$ cat src/rtl/bmdma_ctrl_regs.sv
module bmdma_ctrl_regs (
  input  logic        clk,
  input  logic        rst_n,
  input  logic        reg_wr,
  input  logic        reg_word,
  input  logic [3:0]  reg_be,
  input  logic [31:0] reg_wdata,
  output logic [31:0] reg_rdata,
  input  logic        drv_irq,
  input  logic        eng_busy,
  input  logic        eng_err,
  input  logic        eng_int,
  input  logic        eng_inactive,
  output logic        start_req,
  output logic        stop_req,
  output logic        ptr_reload,
  output logic        xfer_dir,
  output logic [31:0] tbl_base,
  output logic        host_irq
);
  localparam logic [7:0] CMD_MASK = 8'h09;

  logic [7:0]  cmd_q;
  logic        act_q, err_q, int_q, f5_q, f6_q;
  logic        stop_pend_q, irq_q;
  logic [31:0] tbl_q;

  logic cmd_wr, sts_wr, go, halt, stop_now, irq_rise;
  logic [7:0] sts_wb;
  logic [31:0] tbl_nx;
  logic act_nx;

  assign cmd_wr   = reg_wr & ~reg_word & reg_be[0];
  assign sts_wr   = reg_wr & ~reg_word & reg_be[2];
  assign sts_wb   = reg_wdata[23:16];
  assign go       = cmd_wr & reg_wdata[0] & ~cmd_q[0];
  assign halt     = cmd_wr & ~reg_wdata[0] & cmd_q[0];
  assign stop_now = ~eng_busy & (halt | (stop_pend_q & ~go));
  assign irq_rise = drv_irq & ~irq_q;

  always_comb begin
    for (int i = 0; i < 4; i++)
      tbl_nx[8*i +: 8] = (reg_wr & reg_word & reg_be[i]) ? reg_wdata[8*i +: 8] : tbl_q[8*i +: 8];
    tbl_nx[1:0] = 2'b00;
  end

  always_comb begin
    act_nx = act_q;
    if (stop_now | eng_inactive) act_nx = 1'b0;
    if (go & ~act_q)             act_nx = 1'b1;
  end

  always_ff @(posedge clk) begin
    if (!rst_n) begin
      cmd_q       <= '0;
      act_q       <= 1'b0;
      err_q       <= 1'b0;
      int_q       <= 1'b0;
      f5_q        <= 1'b0;
      f6_q        <= 1'b0;
      stop_pend_q <= 1'b0;
      irq_q       <= 1'b0;
      tbl_q       <= '0;
      start_req   <= 1'b0;
      stop_req    <= 1'b0;
      ptr_reload  <= 1'b0;
      host_irq    <= 1'b0;
    end else begin
      if (cmd_wr) cmd_q <= reg_wdata[7:0] & CMD_MASK;
      act_q      <= act_nx;
      start_req  <= go & ~act_q;
      ptr_reload <= go;
      stop_req   <= stop_now;
      if (halt & eng_busy)      stop_pend_q <= 1'b1;
      else if (go | stop_now)   stop_pend_q <= 1'b0;
      err_q <= (err_q & ~(sts_wr & sts_wb[1])) | eng_err;
      int_q <= (int_q & ~(sts_wr & sts_wb[2])) | eng_int | irq_rise;
      if (sts_wr) begin
        f5_q <= sts_wb[5];
        f6_q <= sts_wb[6];
      end
      irq_q    <= drv_irq;
      host_irq <= drv_irq;
      tbl_q    <= tbl_nx;
    end
  end

  assign xfer_dir  = cmd_q[3];
  assign tbl_base  = tbl_q;
  assign reg_rdata = reg_word ? tbl_q
                   : {8'h00, 1'b0, f6_q, f5_q, 2'b00, int_q, err_q, act_q, 8'h00, cmd_q};
endmodule


$ cat config.mk
export PLATFORM = sky130hd
export DESIGN_NAME = bmdma_ctrl_regs
export DESIGN_NICKNAME = d
export VERILOG_FILES = /design/src/rtl/bmdma_ctrl_regs.sv
export SDC_FILE = /design/constraint.sdc
export NUM_CORES = 1
export LEC_CHECK = 0
export BUFFER_PORTS_ARGS = -buffer_cell sky130_fd_sc_hd__buf_2
export CORE_MARGIN = 5
export CORE_UTILIZATION = 46
export DETAILED_ROUTE_END_ITERATION = 7
export PLACE_DENSITY = 0.84
export SLEW_MARGIN = 20
export SYNTH_ARGS = -nofsm -noshare
export SYNTH_HDL_FRONTEND = slang
export SYNTH_SLANG_ARGS = --single-unit
$ cat constraint.sdc
create_clock -name clk -period 3.3 [get_ports clk]
set_clock_uncertainty 0.1 [all_clocks]
set_input_delay 0.165 -clock clk [delete_from_list [all_inputs] [get_ports clk]]
set_output_delay 0.165 -clock clk [all_outputs]
set_load 0.1 [all_outputs]
After elaboration in Yosys (flattened, before gate mapping):

Cells that the tools add are included.

* add/subtract/negate cells: 0
* multiply operators: 0
* divide/modulo/power cells: 0
* magnitude comparators: 0
* eq/ne operators: 0
* shifts and indexed selects: 0
* mux-type cells: 5
* bitwise logic cells: 36
* reduce and logical (&&, ||, !) cells: 2

Operators with widths (number)
* $mux W32: 1
* $and A1 B1 Y1: 21
* $not A1 Y1: 9
* $or A1 B1 Y1: 6
* $mux W1: 4
* $reduce_bool A2 Y1: 2

* register bits after elaboration: 44
* latch bits: 0
* memory bits (writable): 0
* bits in read-only memories: 0
* input port bits: 45
* output and inout port bits: 69
* logic and storage cells: 59
* memories kept: 0

Depth between registers and ports, before layout:

* word-level depth: 12
* depth in mapped cells: 5
* gate-level depth less buffers: 4

Worst setup path after synthesis:

Ideal clock, no wire load.

* path type: register to output
* start point: reg tbl_q[10], in the netlist tbl_base[10]
* end point: out reg_rdata[10]
* data arrival time: 1.812 ns
* slack: 1.223 ns
* cell stages (with the launch flop): 2
* buffers on the path: 0
* cells stage by stage: dfxtp_1 > and2_1

* longest elaborated chain between the ends: 1

Ends and longest elaborated chain
* from (decl): RTL line 26 `logic [31:0] tbl_q;`
* from (signal assigned): RTL line 84 `tbl_q <= tbl_nx;`
* $mux W32: RTL line 90 `assign reg_rdata = reg_word ? tbl_q`
* to (decl): RTL line 8 `output logic [31:0] reg_rdata,`

Every way passes these cells.

Worst setup path after layout:

* start point: in reg_word
* end point: out reg_rdata[3]

* longest elaborated chain between the ends: 1

Ends and longest elaborated chain
* from (decl): RTL line 5 `input logic reg_word,`
* $mux W32: RTL line 90

Every way passes these cells.

==> impl_metrics.toml <==
[status]
status = "complete, no violations"

[clocking]
cts_max_level = 2
root_buffer = "clkbuf_8"
clk_pin_slew_ps = 80
tritoncts = "done"
clockBufferDepth = 2
cts_buffers = 5
clk_latency_ps = 280
clkSinkCount = 42
post_cts_resized = 0
post_cts_buffers = 0

[worst_setup_path]
rr_worst_depth = 4
rrSetupSlack_ps = 2090
crit_path_start_kind = "input port"
r2r_start = "cmd_q[0]"
reg2reg_to = "stop_req"
worst_ep_required_time_ps = 3030
worst_setup_path_end_kind = "output port"
crit_arrival_ps = 1450
cp_max_fo = 39
path_class = "in -> out"

[detailed_routing]
firstDrtPassIters = 4
drc_errors = 0
wirelength_microns = 4515
viasPerCell = 4.743
vias = 1622
wl_per_cell_microns = 13.20
ant_nets = 0
drt_iter0_markers = 57

[sta]
hold_viol = 0
period_needed_ps = 1718
timing.fmax_ghz = 0.5822
maxSlewHeadroom_pct = 51.14
setup_viol = 0
setup_tns_ps = 0
timing.final.ws_setup_ps = 1582
report.final.slew_viol_count = 0
post-route-period-util_pct = 52.05
worst_pin_slew_ps = 732.9
rsz0062_at_grt = "false"

[yosys]
synth.top_cell.area_share_pct = 43.58
yosys_warnings = 0
netlist_top_cells_area = "dfxtp_1 44%, mux2i_1 17%, nor2b_1 11%, and2_1 8.1%, mux2_2 3.5%"
synthFlopType = "dfxtp_1"
async_flop_share_pct = 0
syn-cell-area_sq_mm = 0.001929
synth_cells = 184
yosysTopAreaCell = "dfxtp_1"
ys_types = 28
yosysMostFrequentCell = "dfxtp_1"
synth_edf_count = 0
syn_area_per_cell_sq_um = 10.49
synth_common_cells = "42 x dfxtp_1, 35 x nor2b_1, 32 x mux2i_1"
synth.ff_latch_count = 42
ys_seq_area_share_pct = 43.58

[cells_and_area]
regArea_sq_um = 840.8
multi_input_area_sq_mm = 0.001016
fillers = 370
finalNetCount = 336
drive_gt1_share_pct = 45.21
n_antenna_cell = 0
syn2layout_area_growth_pct = 33.40

[global_route]
grtUsageTotal_pct = 16.44
grt_pass1_wl_microns = 7044
grt_util_met2_pct = 28.78
grt-busiest-layer = "met2"
grt_max_degree = 42
use_met1_pct = 18.56
grt_use_met3_pct = 6.008
grt_overflow_total = 0
grt_pass1_vias = 1608
antenna_found_initial = 0

[floorplan]
core_area_sq_mm = 0.004029
fp.dieH_microns = 74.76
io_pins = 114
die_w_microns = 74.76
rows = 23
die-area_sq_mm = 0.005589
start_util_pct = 47.89

[worst_hold_path]
hp-start = "eng_err"
hold_end = "err_q"
hold_class = "in -> reg"
hold_depth = 3

[run]
maxCapViolCount = 0

[place]
io_buffers = 109
gp_congestion = 0.7079
dp_hpwl_microns = 3400
pre_cts_slack_ps = 1562

[power]
power_leakage_nw = 1.480
max-vdd-ir-drop_v = 0.0003121
pwr_density_cell_mw_per_mm2 = 458.4
[metrics by stage]
stage / power (mW) / hold WS, ps / cell area [sq um] / std cells / utilization [%]
after floorplan: 0.8011 / 186.7 / 1937 / 186 / -
after global placement: 0.8550 / 291.1 / 2472 / 333 / 61.37
after detailed placement: 0.8589 / 301.7 / 2472 / 333 / 61.37
after CTS: 1.195 / 9.894 / 2574 / 342 / 63.88
after global routing: 1.231 / 22.71 / 2574 / 342 / 63.88
final: 1.180 / 11.69 / 2574 / 342 / 63.88
[worst max-delay path, cell delays in order]
cell and delay [ps]:
buf_2 560, mux2_2 280, buf_2 430
[flip-flops by register name, summed over array words and instances, names as in the netlist]
register     cells
stop_req         1
cmd_q            2
irq_q            1
start_req        1
tbl_base        30
f5_q             1
int_q            1
err_q            1
act_q            1
f6_q             1
stop_pend_q      1
ptr_reload       1
[per-layer routing]
metal	vias up	share of wire (%)	wire length [microns]
met5	-	0	0
met4	0	0.95	43
met3	5	10	452
met2	64	48	2188
met1	736	41	1830
li1	817	-	-
[layout by cell type (no fill, tap or decap), drive strengths merged]
cell and instances:
clkinv 1, dfxtp 42, a221oi 1, o22ai 1, clkbuf 7, mux2 6, mux2i 32, a21boi 2
buf 109, conb 3, and3 1, nand3b 3, and4b 1, nor2 2, nand2 7, dlygate4sd3 1
inv 2, a21oi 2, and3b 2, o21ai 1, o21bai 1, nor2b 35, nand3 5, and2 25
[repair_timing]
action / CTS / global route
endpoints found under the setup margin: 0 / 0
endpoints found under the hold margin: 1 / 0
hold buffers: 1 / 0
[logic make-up after synthesis]
kind of cell / share of synthesized area, %
and+or+nand+nor: 28.73
other: 0.1944
buffers and inverters: 4.150
DFF: 43.58
muxes: 20.10
AOI/OAI and AO/OA: 3.243
[worst max-delay path by stage]
| stage | cells after the start | start | endpoint | slack, ps |
|---|---|---|---|---|
| CTS | 3 | reg_word | reg_rdata[3] | 1560 |
| finish | 3 | reg_word | reg_rdata[3] | 1580 |
| global route | 3 | reg_word | reg_rdata[3] | 1470 |
| detailed placement | 3 | reg_word | reg_rdata[3] | 1560 |
| global placement | 3 | reg_word | reg_rdata[3] | 1600 |
| floorplan | 1 | tbl_base[10] | reg_rdata[10] | 1220 |
[power breakdown]
| group | internal, mW | total (mW) | switching [mW] | leakage [nW] |
|---|---|---|---|---|
| clock network | 0.169 | 0.334 | 0.165 | 0.0482 |
| registers | 0.524 | 0.535 | 0.0107 | 0.342 |
| logic | 0.0695 | 0.311 | 0.242 | 1.09 |
[area by class of cell]
class / instances / share of cell area, %
clock inverters: 1 / 0.1945
well taps: 50 / 2.431
flip-flops and latches: 42 / 32.67
clock buffers: 7 / 3.354
multi-input cells: 130 / 39.47
repair buffers: 110 / 21.58
inverters: 2 / 0.2917
No activity file was read; power rests on OpenSTA's default activity.
